<file path="config.mk">
export PLATFORM = sky130hd
export DESIGN_NAME = rt_lookup_addr_gen
export DESIGN_NICKNAME = d
export VERILOG_FILES = /design/src/rtl/rtla_pkg.sv /design/src/rtl/rtla_index.sv /design/src/rtl/rtla_stack_step.sv /design/src/rtl/rtla_burst.sv /design/src/rtl/rt_lookup_addr_gen.sv
export SDC_FILE = /design/constraint.sdc
export NUM_CORES = 1
export LEC_CHECK = 0
export CORE_AREA = 2 2 106 77
export CTS_BUF_LIST = sky130_fd_sc_hd__clkbuf_16
export DETAILED_ROUTE_END_ITERATION = 8
export DIE_AREA = 0 0 108 79
export MAX_ROUTING_LAYER = met4
export PLACE_DENSITY_LB_ADDON = 0.2
export SETUP_SLACK_MARGIN = 0.02
export SKIP_CTS_REPAIR_TIMING = 1
export SYNTH_ARGS = -nofsm -noshare
export SYNTH_HDL_FRONTEND = slang
export SYNTH_SLANG_ARGS = --single-unit
</file>
<file path="constraint.sdc">
create_clock -name clk -period 5.1 [get_ports clk]
set_input_delay 1.02 -clock clk [delete_from_list [all_inputs] [get_ports clk]]
set_output_delay 1.02 -clock clk [all_outputs]
set_load 0.005 [all_outputs]
</file>
<file path="src/rtl/rtla_pkg.sv">
package rtla_pkg;

  typedef enum logic [2:0] {
    ST_IDLE,
    ST_SP_RD,
    ST_SP_WAIT,
    ST_CMD_WR,
    ST_SP_WR,
    ST_LUT_RD,
    ST_LUT_WAIT,
    ST_DATA
  } seq_state_t;

  typedef struct packed {
    logic [4:0] term_addr;
    logic       xmit;
    logic [4:0] subaddr;
    logic [4:0] word_cnt;
  } cmd_word_t;

  localparam int DESC_WORDS = 4;
  localparam int CMD_SLOT   = 3;

endpackage

</file>
<file path="src/rtl/rtla_index.sv">
module rtla_index #(
  parameter int AW = 16,
  parameter int SA_W = 5,
  parameter logic [AW-1:0] SP_BASE = 16'h0100,
  parameter logic [AW-1:0] SP_AREA_STEP = 16'h0004,
  parameter logic [AW-1:0] LUT_BASE = 16'h0180,
  parameter logic [AW-1:0] LUT_AREA_STEP = 16'h0080
) (
  input  logic            area,
  input  logic            bc_qual,
  input  logic            xmit,
  input  logic [SA_W-1:0] subaddr,
  output logic [AW-1:0]   sp_addr,
  output logic [AW-1:0]   lut_addr
);
  localparam int IDX_W = SA_W + 2;

  logic [IDX_W-1:0] idx;

  always_comb begin
    idx      = {bc_qual, xmit, subaddr};
    sp_addr  = SP_BASE + (area ? SP_AREA_STEP : '0);
    lut_addr = LUT_BASE + (area ? LUT_AREA_STEP : '0) + AW'(idx);
  end
endmodule

</file>
<file path="src/rtl/rtla_stack_step.sv">
module rtla_stack_step #(
  parameter int AW = 16,
  parameter int STACK_W = 8
) (
  input  logic [AW-1:0] sp,
  output logic [AW-1:0] slot_addr,
  output logic [AW-1:0] next_sp
);
  import rtla_pkg::*;

  logic [STACK_W-1:0] lo_slot, lo_next;

  always_comb begin
    lo_slot   = sp[STACK_W-1:0] + STACK_W'(CMD_SLOT);
    lo_next   = sp[STACK_W-1:0] + STACK_W'(DESC_WORDS);
    slot_addr = {sp[AW-1:STACK_W], lo_slot};
    next_sp   = {sp[AW-1:STACK_W], lo_next};
  end
endmodule

</file>
<file path="src/rtl/rtla_burst.sv">
module rtla_burst #(
  parameter int AW = 16,
  parameter int MAX_WORDS = 32
) (
  input  logic                         clk,
  input  logic                         rst_n,
  input  logic                         start,
  input  logic [AW-1:0]                base,
  input  logic [$clog2(MAX_WORDS)-1:0] wc_field,
  output logic                         dat_valid,
  input  logic                         dat_ready,
  output logic [AW-1:0]                dat_addr,
  output logic                         dat_last,
  output logic                         done
);
  localparam int WC_W = $clog2(MAX_WORDS);
  localparam int CW   = $clog2(MAX_WORDS + 1);

  logic          active;
  logic [AW-1:0] base_q;
  logic [CW-1:0] idx_q, tot_q, total;

  always_comb begin
    total     = (wc_field == '0) ? CW'(MAX_WORDS) : CW'(wc_field);
    dat_valid = active;
    dat_addr  = base_q + AW'(idx_q);
    dat_last  = active && (idx_q == tot_q - CW'(1));
    done      = active && dat_ready && dat_last;
  end

  always_ff @(posedge clk) begin
    if (!rst_n) begin
      active <= 1'b0;
      base_q <= '0;
      idx_q  <= '0;
      tot_q  <= CW'(1);
    end else if (start) begin
      active <= 1'b1;
      base_q <= base;
      idx_q  <= '0;
      tot_q  <= total;
    end else if (active && dat_ready) begin
      if (dat_last) active <= 1'b0;
      else          idx_q  <= idx_q + CW'(1);
    end
  end

  assert_addr_hold_R7: assert property (@(posedge clk) disable iff (!rst_n)
    dat_valid && !dat_ready |=> dat_valid && $stable(dat_addr) && $stable(dat_last));

  assert_last_ends_R6: assert property (@(posedge clk) disable iff (!rst_n)
    done |=> !dat_valid);

  assert_count_bound_R6: assert property (@(posedge clk) disable iff (!rst_n)
    dat_valid |-> (tot_q >= CW'(1)) && (tot_q <= CW'(MAX_WORDS)) && (idx_q < tot_q));

  assert_no_restart_R8: assert property (@(posedge clk) disable iff (!rst_n)
    dat_valid |-> !start);

  logic unused_wcw;
  assign unused_wcw = ^WC_W;
endmodule

</file>
<file path="src/rtl/rt_lookup_addr_gen.sv">
module rt_lookup_addr_gen #(
  parameter int AW = 16,
  parameter int SA_W = 5,
  parameter int MAX_WORDS = 32,
  parameter int STACK_W = 8,
  parameter logic [AW-1:0] SP_BASE = 16'h0100,
  parameter logic [AW-1:0] SP_AREA_STEP = 16'h0004,
  parameter logic [AW-1:0] LUT_BASE = 16'h0180,
  parameter logic [AW-1:0] LUT_AREA_STEP = 16'h0080
) (
  input  logic          clk,
  input  logic          rst_n,
  input  logic          area_sel,
  input  logic          bcast_split_en,
  input  logic          cmd_valid,
  output logic          cmd_ready,
  input  logic [15:0]   cmd_word,
  input  logic          cmd_bcast,
  output logic          mem_req_valid,
  input  logic          mem_req_ready,
  output logic          mem_req_we,
  output logic [AW-1:0] mem_req_addr,
  output logic [AW-1:0] mem_req_wdata,
  input  logic          mem_rsp_valid,
  input  logic [AW-1:0] mem_rsp_data,
  output logic          dat_valid,
  input  logic          dat_ready,
  output logic [AW-1:0] dat_addr,
  output logic          dat_last
);
  import rtla_pkg::*;

  seq_state_t    state;
  cmd_word_t     cmd_q;
  logic          area_q, bc_q;
  logic [AW-1:0] sp_q;
  logic [AW-1:0] sp_addr, lut_addr, slot_addr, next_sp;
  logic          burst_start, burst_done;

  rtla_index #(
    .AW(AW), .SA_W(SA_W), .SP_BASE(SP_BASE), .SP_AREA_STEP(SP_AREA_STEP),
    .LUT_BASE(LUT_BASE), .LUT_AREA_STEP(LUT_AREA_STEP)
  ) u_index (
    .area(area_q), .bc_qual(bc_q), .xmit(cmd_q.xmit), .subaddr(cmd_q.subaddr),
    .sp_addr(sp_addr), .lut_addr(lut_addr)
  );

  rtla_stack_step #(.AW(AW), .STACK_W(STACK_W)) u_step (
    .sp(sp_q), .slot_addr(slot_addr), .next_sp(next_sp)
  );

  assign burst_start = (state == ST_LUT_WAIT) && mem_rsp_valid;

  rtla_burst #(.AW(AW), .MAX_WORDS(MAX_WORDS)) u_burst (
    .clk(clk), .rst_n(rst_n), .start(burst_start), .base(mem_rsp_data),
    .wc_field(cmd_q.word_cnt), .dat_valid(dat_valid), .dat_ready(dat_ready),
    .dat_addr(dat_addr), .dat_last(dat_last), .done(burst_done)
  );

  always_ff @(posedge clk) begin
    if (!rst_n) begin
      state  <= ST_IDLE;
      cmd_q  <= '0;
      area_q <= 1'b0;
      bc_q   <= 1'b0;
      sp_q   <= '0;
    end else begin
      unique case (state)
        ST_IDLE: if (cmd_valid) begin
          cmd_q  <= cmd_word_t'(cmd_word);
          area_q <= area_sel;
          bc_q   <= cmd_bcast & bcast_split_en;
          state  <= ST_SP_RD;
        end
        ST_SP_RD:    if (mem_req_ready) state <= ST_SP_WAIT;
        ST_SP_WAIT:  if (mem_rsp_valid) begin
          sp_q  <= mem_rsp_data;
          state <= ST_CMD_WR;
        end
        ST_CMD_WR:   if (mem_req_ready) state <= ST_SP_WR;
        ST_SP_WR:    if (mem_req_ready) state <= ST_LUT_RD;
        ST_LUT_RD:   if (mem_req_ready) state <= ST_LUT_WAIT;
        ST_LUT_WAIT: if (mem_rsp_valid) state <= ST_DATA;
        ST_DATA:     if (burst_done)    state <= ST_IDLE;
        default:     state <= ST_IDLE;
      endcase
    end
  end

  always_comb begin
    cmd_ready     = (state == ST_IDLE);
    mem_req_valid = 1'b0;
    mem_req_we    = 1'b0;
    mem_req_addr  = '0;
    mem_req_wdata = '0;
    unique case (state)
      ST_SP_RD:  begin mem_req_valid = 1'b1; mem_req_addr = sp_addr; end
      ST_CMD_WR: begin
        mem_req_valid = 1'b1; mem_req_we = 1'b1;
        mem_req_addr  = slot_addr; mem_req_wdata = AW'(cmd_q);
      end
      ST_SP_WR:  begin
        mem_req_valid = 1'b1; mem_req_we = 1'b1;
        mem_req_addr  = sp_addr; mem_req_wdata = next_sp;
      end
      ST_LUT_RD: begin mem_req_valid = 1'b1; mem_req_addr = lut_addr; end
      default: ;
    endcase
  end

  assert_idle_quiet_R1: assert property (@(posedge clk) disable iff (!rst_n)
    cmd_ready |-> !mem_req_valid && !dat_valid);

  assert_req_hold_R8: assert property (@(posedge clk) disable iff (!rst_n)
    mem_req_valid && !mem_req_ready |=> mem_req_valid && $stable(mem_req_addr)
      && $stable(mem_req_we) && $stable(mem_req_wdata));

  assert_no_overlap_R8: assert property (@(posedge clk) disable iff (!rst_n)
    dat_valid |-> !mem_req_valid);

  assert_read_waits_R8: assert property (@(posedge clk) disable iff (!rst_n)
    mem_req_valid && mem_req_ready && !mem_req_we |=> !mem_req_valid);

  assert_lut_in_table_R5: assert property (@(posedge clk) disable iff (!rst_n)
    (state == ST_LUT_RD) |-> (mem_req_addr >= LUT_BASE)
      && (mem_req_addr < LUT_BASE + LUT_AREA_STEP + LUT_AREA_STEP));

  assert_stack_page_R3: assert property (@(posedge clk) disable iff (!rst_n)
    (state == ST_CMD_WR) |-> mem_req_addr[AW-1:STACK_W] == sp_q[AW-1:STACK_W]);
endmodule

</file>
== Word-level counts from Yosys, hierarchy flattened ==
Index checks and enable logic that the tools add are counted.
Operators by class
  bitwise gates (word level): 3
  reductions and logical operators: 17
  add/subtract/negate cells: 8
  equality and inequality tests: 16
  mux-type cells: 19
Operators with widths (count)
  $pmux 16 s3: 1
  $add 9x16->16 const A: 2
  $pmux 16 s2: 1
  $mux 3: 9
  $pmux 3 s8: 1
  $add 16x6->16: 1
  $add 16x7->16: 1
  $ne 2x2->1 const B: 8
  $eq 3x3->1 const B: 4
  $add 8x2->8 const B: 1
  $add 8x3->8 const B: 1
  $mux 8: 1
  $reduce_and 2->1: 4
  $reduce_and 8->1: 1
  $add 6x1->6 const B: 1
  $eq 3x2->1 const B: 2
  $eq 6x6->1: 1
  $mux 6: 1
  $reduce_or 2->1: 3
  $sub 6x1->6 const B: 1
  $logic_not 5->1: 1
  $mux 1: 5
  $logic_and 1x1->1: 4
  $reduce_bool 2->1: 2
  other kinds (5): 6
Storage, ports and cells
  input port bits: 41
  flip-flop bits (word level): 66
  word-level logic and storage cells: 75

== Longest topological paths before layout ==
  word-level depth: 6
  depth in mapped cells: 9
  depth with buffers taken out: 9

== By module ==
Synthesis repeated with hierarchy kept, for this count alone.
Second synthesis, totals
  cell total of the unflattened synthesis: 545
  area, all modules: 4608.2 µm²
Modules (own cells, without submodules)
  rt_lookup_addr_gen: area an instance 2318.5 µm², times used 1, cells an instance 275
  rtla_burst: area an instance 1720.4 µm², times used 1, cells an instance 191
  rtla_stack_step: area an instance 325.3 µm², times used 1, cells an instance 45
  rtla_index: area an instance 244.0 µm², times used 1, cells an instance 34

== Least setup slack after synthesis ==
No wires, ideal clock.
  kind: flip-flop to output port
  from: register u_burst.idx_q[0]
  to: output port dat_addr[14]
  data required time: 4.080 ns
  cell stages (with the launch flop): 10
  buffers on the path: 0
  arrival time: 1.903 ns
  setup slack: 2.177 ns
  cells stage by stage: dfxtp_1 ha_1 inv_1 fa_1 nor2b_1 o21ai_0 a21boi_0 o21a_1 o2111ai_1 xnor2_1
Between the ends
  word-level cells in the longest chain between the ends: 1
RTL lines
  start: declaration: line rtla_burst.sv:21  | logic [CW-1:0] idx_q, tot_q, total;
  start signal: assignment: line rtla_burst.sv:44  | else idx_q <= idx_q + CW'(1);
  $add 16x6->16: line rtla_burst.sv:26  | dat_addr = base_q + AW'(idx_q);
  end: declaration: line rt_lookup_addr_gen.sv:28  | output logic [AW-1:0] dat_addr,
Every way passes these cells.

== Worst setup path in the final report ==
Same ends and word-level chain as after synthesis.

==> impl_metrics.json <==
{
  "status": "finished clean",
  "antenna_found_initial": 0,
  "grt_use_total": 0.245,
  "syn-num-nets": 531,
  "cp_max_fo": 5,
  "startpoint_type": "register",
  "viasPerCell": 5.38,
  "synth.distinct_cells": 54,
  "rr_endpoint": "state[0]$_SDFFE_PN0P_",
  "powerDensity_mw_per_mm2": 269,
  "first_pass_iters": 4,
  "instances_no_fill": 668,
  "p_leak_nw": 1.82,
  "dpl.cell_count": 652,
  "synth_ff_type": "dfxtp_1",
  "path_class": "reg -> out",
  "setup_violations": 0,
  "rr_worst_depth": 7,
  "maxSlewViolCount": 0,
  "drt_iter0_markers": 176,
  "drive_gt1_frac": 0.0529,
  "drt_wl_total_um": 9740,
  "yosysTopAreaCellShare": 0.355,
  "dieArea_mm2": 0.00853,
  "path_clk_slew_ps": 50,
  "die_h_um": 79,
  "insertion_delay_ps": 320,
  "worst_slew_pin_slew_ps": 1120,
  "ys_ff_latch": 66,
  "rrSetupSlack_ps": 3020,
  "maxCapViolCount": 0,
  "switching_power_mw": 0.293,
  "ys.warnings.count": 0,
  "syn_inst": 479,
  "tritoncts": "done",
  "setup_tns_ps": 0,
  "grt_pass1_vias": 3506,
  "relSlewSlack": 0.246,
  "io_buffers": 93,
  "crit_path_end": "dat_addr[14]",
  "power.share.clock": 0.507,
  "cts_buffer_depth": 2,
  "dp_hpwl_um": 7130,
  "hold_violations": 0,
  "area_delta_synth_final_pct": 35.8,
  "syn_area_per_cell_um2": 7.76,
  "vias": 3591,
  "start_util": 0.489,
  "fin_crit_ps": 3960,
  "ys_top_cells_by_area": "dfxtp_1 36%, nand2_1 14%, a21boi_0 11%",
  "cts_buffers": 9,
  "swShare": 0.215,
  "drc": 0,
  "p_seq_frac": 0.408,
  "reg2reg_from": "u_burst.tot_q[0]$_SDFFE_PN1P_",
  "wl_per_cell_um": 14.6,
  "synth_top_area_cell": "dfxtp_1",
  "synth-async-reset-ratio": 0,
  "dieWidth_um": 108,
  "core_mm2": 0.00760,
  "fmax_mhz": 253,
  "p_comb_frac": 0.086,
  "hold_slack_ps": 468,
  "io_pins": 94,
  "grt_max_degree": 37,
  "arrival_ps": 2940,
  "synthesis.area_mm2": 0.00372,
  "startpoint": "u_burst.idx_q[0]$_SDFFE_PP0P_",
  "overflow": 0,
  "htreeDepth": 3,
  "root_buffer": "clkbuf_16",
  "ant_nets": 0,
  "dp_slack_ps": 1510,
  "synth-seq-area-share": 0.355,
  "rsz0062_at_grt": "false",
  "row_count": 27,
  "n_fill_cell": 652,
  "min_path_type": "reg -> reg",
  "critPathRequiredTime_ps": 4080,
  "setup_slack_ps": 1140,
  "nets": 614,
  "n_antenna_cell": 0,
  "end_kind": "output port",
  "ir_worst_vdd_v": 0.000184,
  "p_int_mw": 1.07,
  "synth_edf_count": 0,
  "clock-skew-final_ps": 5.13,
  "grt_pass1_wl_um": 16100,
  "numClockSinks": 66,
  "gp_congestion": 0.945,
  "fin_crit_sh": 0.776
}
cell families after synthesis:
family,Yosys count,share of synthesized area
buffers and inverters,41,0.0434
AND/OR/NAND/NOR,204,0.249
XOR/XNOR,32,0.0754
adder cells (fa/ha/maj),11,0.0390
AO/OA/AOI/OAI,122,0.229
multiplexers,3,0.00808
flip-flops,66,0.355
cells in the final DEF, fill, tap and decap left out, drive strengths merged, types with 3 or more instances in the layout:
cell type        n
and3             5
a22o             9
clkdlybuf4s50   93
ha              10
xor2            12
nand2b           6
inv             17
buf              5
xnor2           20
a21boi          57
mux2i            3
bufinv           3
and2             8
o21ai           28
clkbuf           9
o31ai            3
nand3           10
nor2b            3
nand2          137
a21oi           10
dfxtp           66
nor2            16
nor3             5
registers in the layout, summed over array words and instances (netlist names):
signal and cells:
u_burst.dat_valid 1, u_burst.tot_q 6, area_q 1, u_burst.base_q 16, bc_q 1, u_burst.idx_q 6, state 3, cmd_q 16
sp_q 16
metrics by stage:
step	instance area (um2)	total power, mW	utilization
final	5050	1.36	0.664
after global placement	4710	0.678	0.620
after floorplan	3720	0.617	-
after global routing	5050	1.41	0.664
after detailed placement	4710	0.681	0.620
after CTS	5050	1.37	0.664
power by group through the flow:
stage          sequential, mW  combinational, mW  clock [mW]
2_1_floorplan           0.551             0.0654           0
3_3_place_gp            0.564              0.114           0
3_5_place_dp            0.565              0.116           0
4_1_cts                 0.554              0.117       0.700
5_1_grt                 0.557              0.128       0.724
6_report                0.555              0.117       0.689
layer usage:
layer,vias up,track usage,part of all wire
li1,1783,-,-
met1,1693,0.307,0.45
met2,99,0.380,0.46
met3,16,0.0764,0.063
met4,0,0.0782,0.018
met5,-,-,0
worst max-delay path, cell delays in order, from the launching register on:
cell and delay (ps):
dfxtp_1 430, ha_1 210, inv_1 50, fa_1 390, nor2b_1 120, o21ai_0 110, a21boi_0 250, o21a_1 230
o2111ai_1 140, xnor2_1 160, clkdlybuf4s50_1 520
cell type report:
cell class	instances	area, um2	area share
flip-flops and latches	66	1320	0.262
clock buffers	9	225	0.0446
repair buffers	98	968	0.192
inverters	15	56.3	0.0112
well taps	101	126	0.0250
multi-input cells	372	2240	0.444
clock inverters	7	110	0.0218
synthesized netlist by cell type (2+ instances only):
cell        n
a21boi_0   56
a21o_1      2
a21oi_1     8
a22o_1      9
a31oi_1     2
a41oi_1     2
and2_1      6
and3_1      4
buf_2       6
clkbuf_1   19
dfxtp_1    66
ha_1       10
inv_1      15
mux2i_1     3
nand2_1   137
nand2b_1    6
nand3_1    10
nand4_1     2
nor2_1     16
nor2b_1     3
nor3_1      4
o211ai_1    2
o21ai_0    28
o31ai_1     3
xnor2_1    20
xor2_1     12
worst min path at each step:
stage | startpoint | endpoint | depth (start not counted)
after global routing | cmd_q[11]$_SDFFE_PN0P_ | cmd_q[11]$_SDFFE_PN0P_ | 2
after floorplan | bc_q$_SDFFE_PN0P_ | bc_q$_SDFFE_PN0P_ | 2
after detailed placement | cmd_q[6]$_SDFFE_PN0P_ | cmd_q[6]$_SDFFE_PN0P_ | 2
after global placement | u_burst.base_q[5]$_SDFFE_PN0P_ | u_burst.base_q[5]$_SDFFE_PN0P_ | 2
after CTS | cmd_q[6]$_SDFFE_PN0P_ | cmd_q[6]$_SDFFE_PN0P_ | 2
final | u_burst.base_q[3]$_SDFFE_PN0P_ | u_burst.base_q[3]$_SDFFE_PN0P_ | 2
Power figures use the tool's default switching activity.
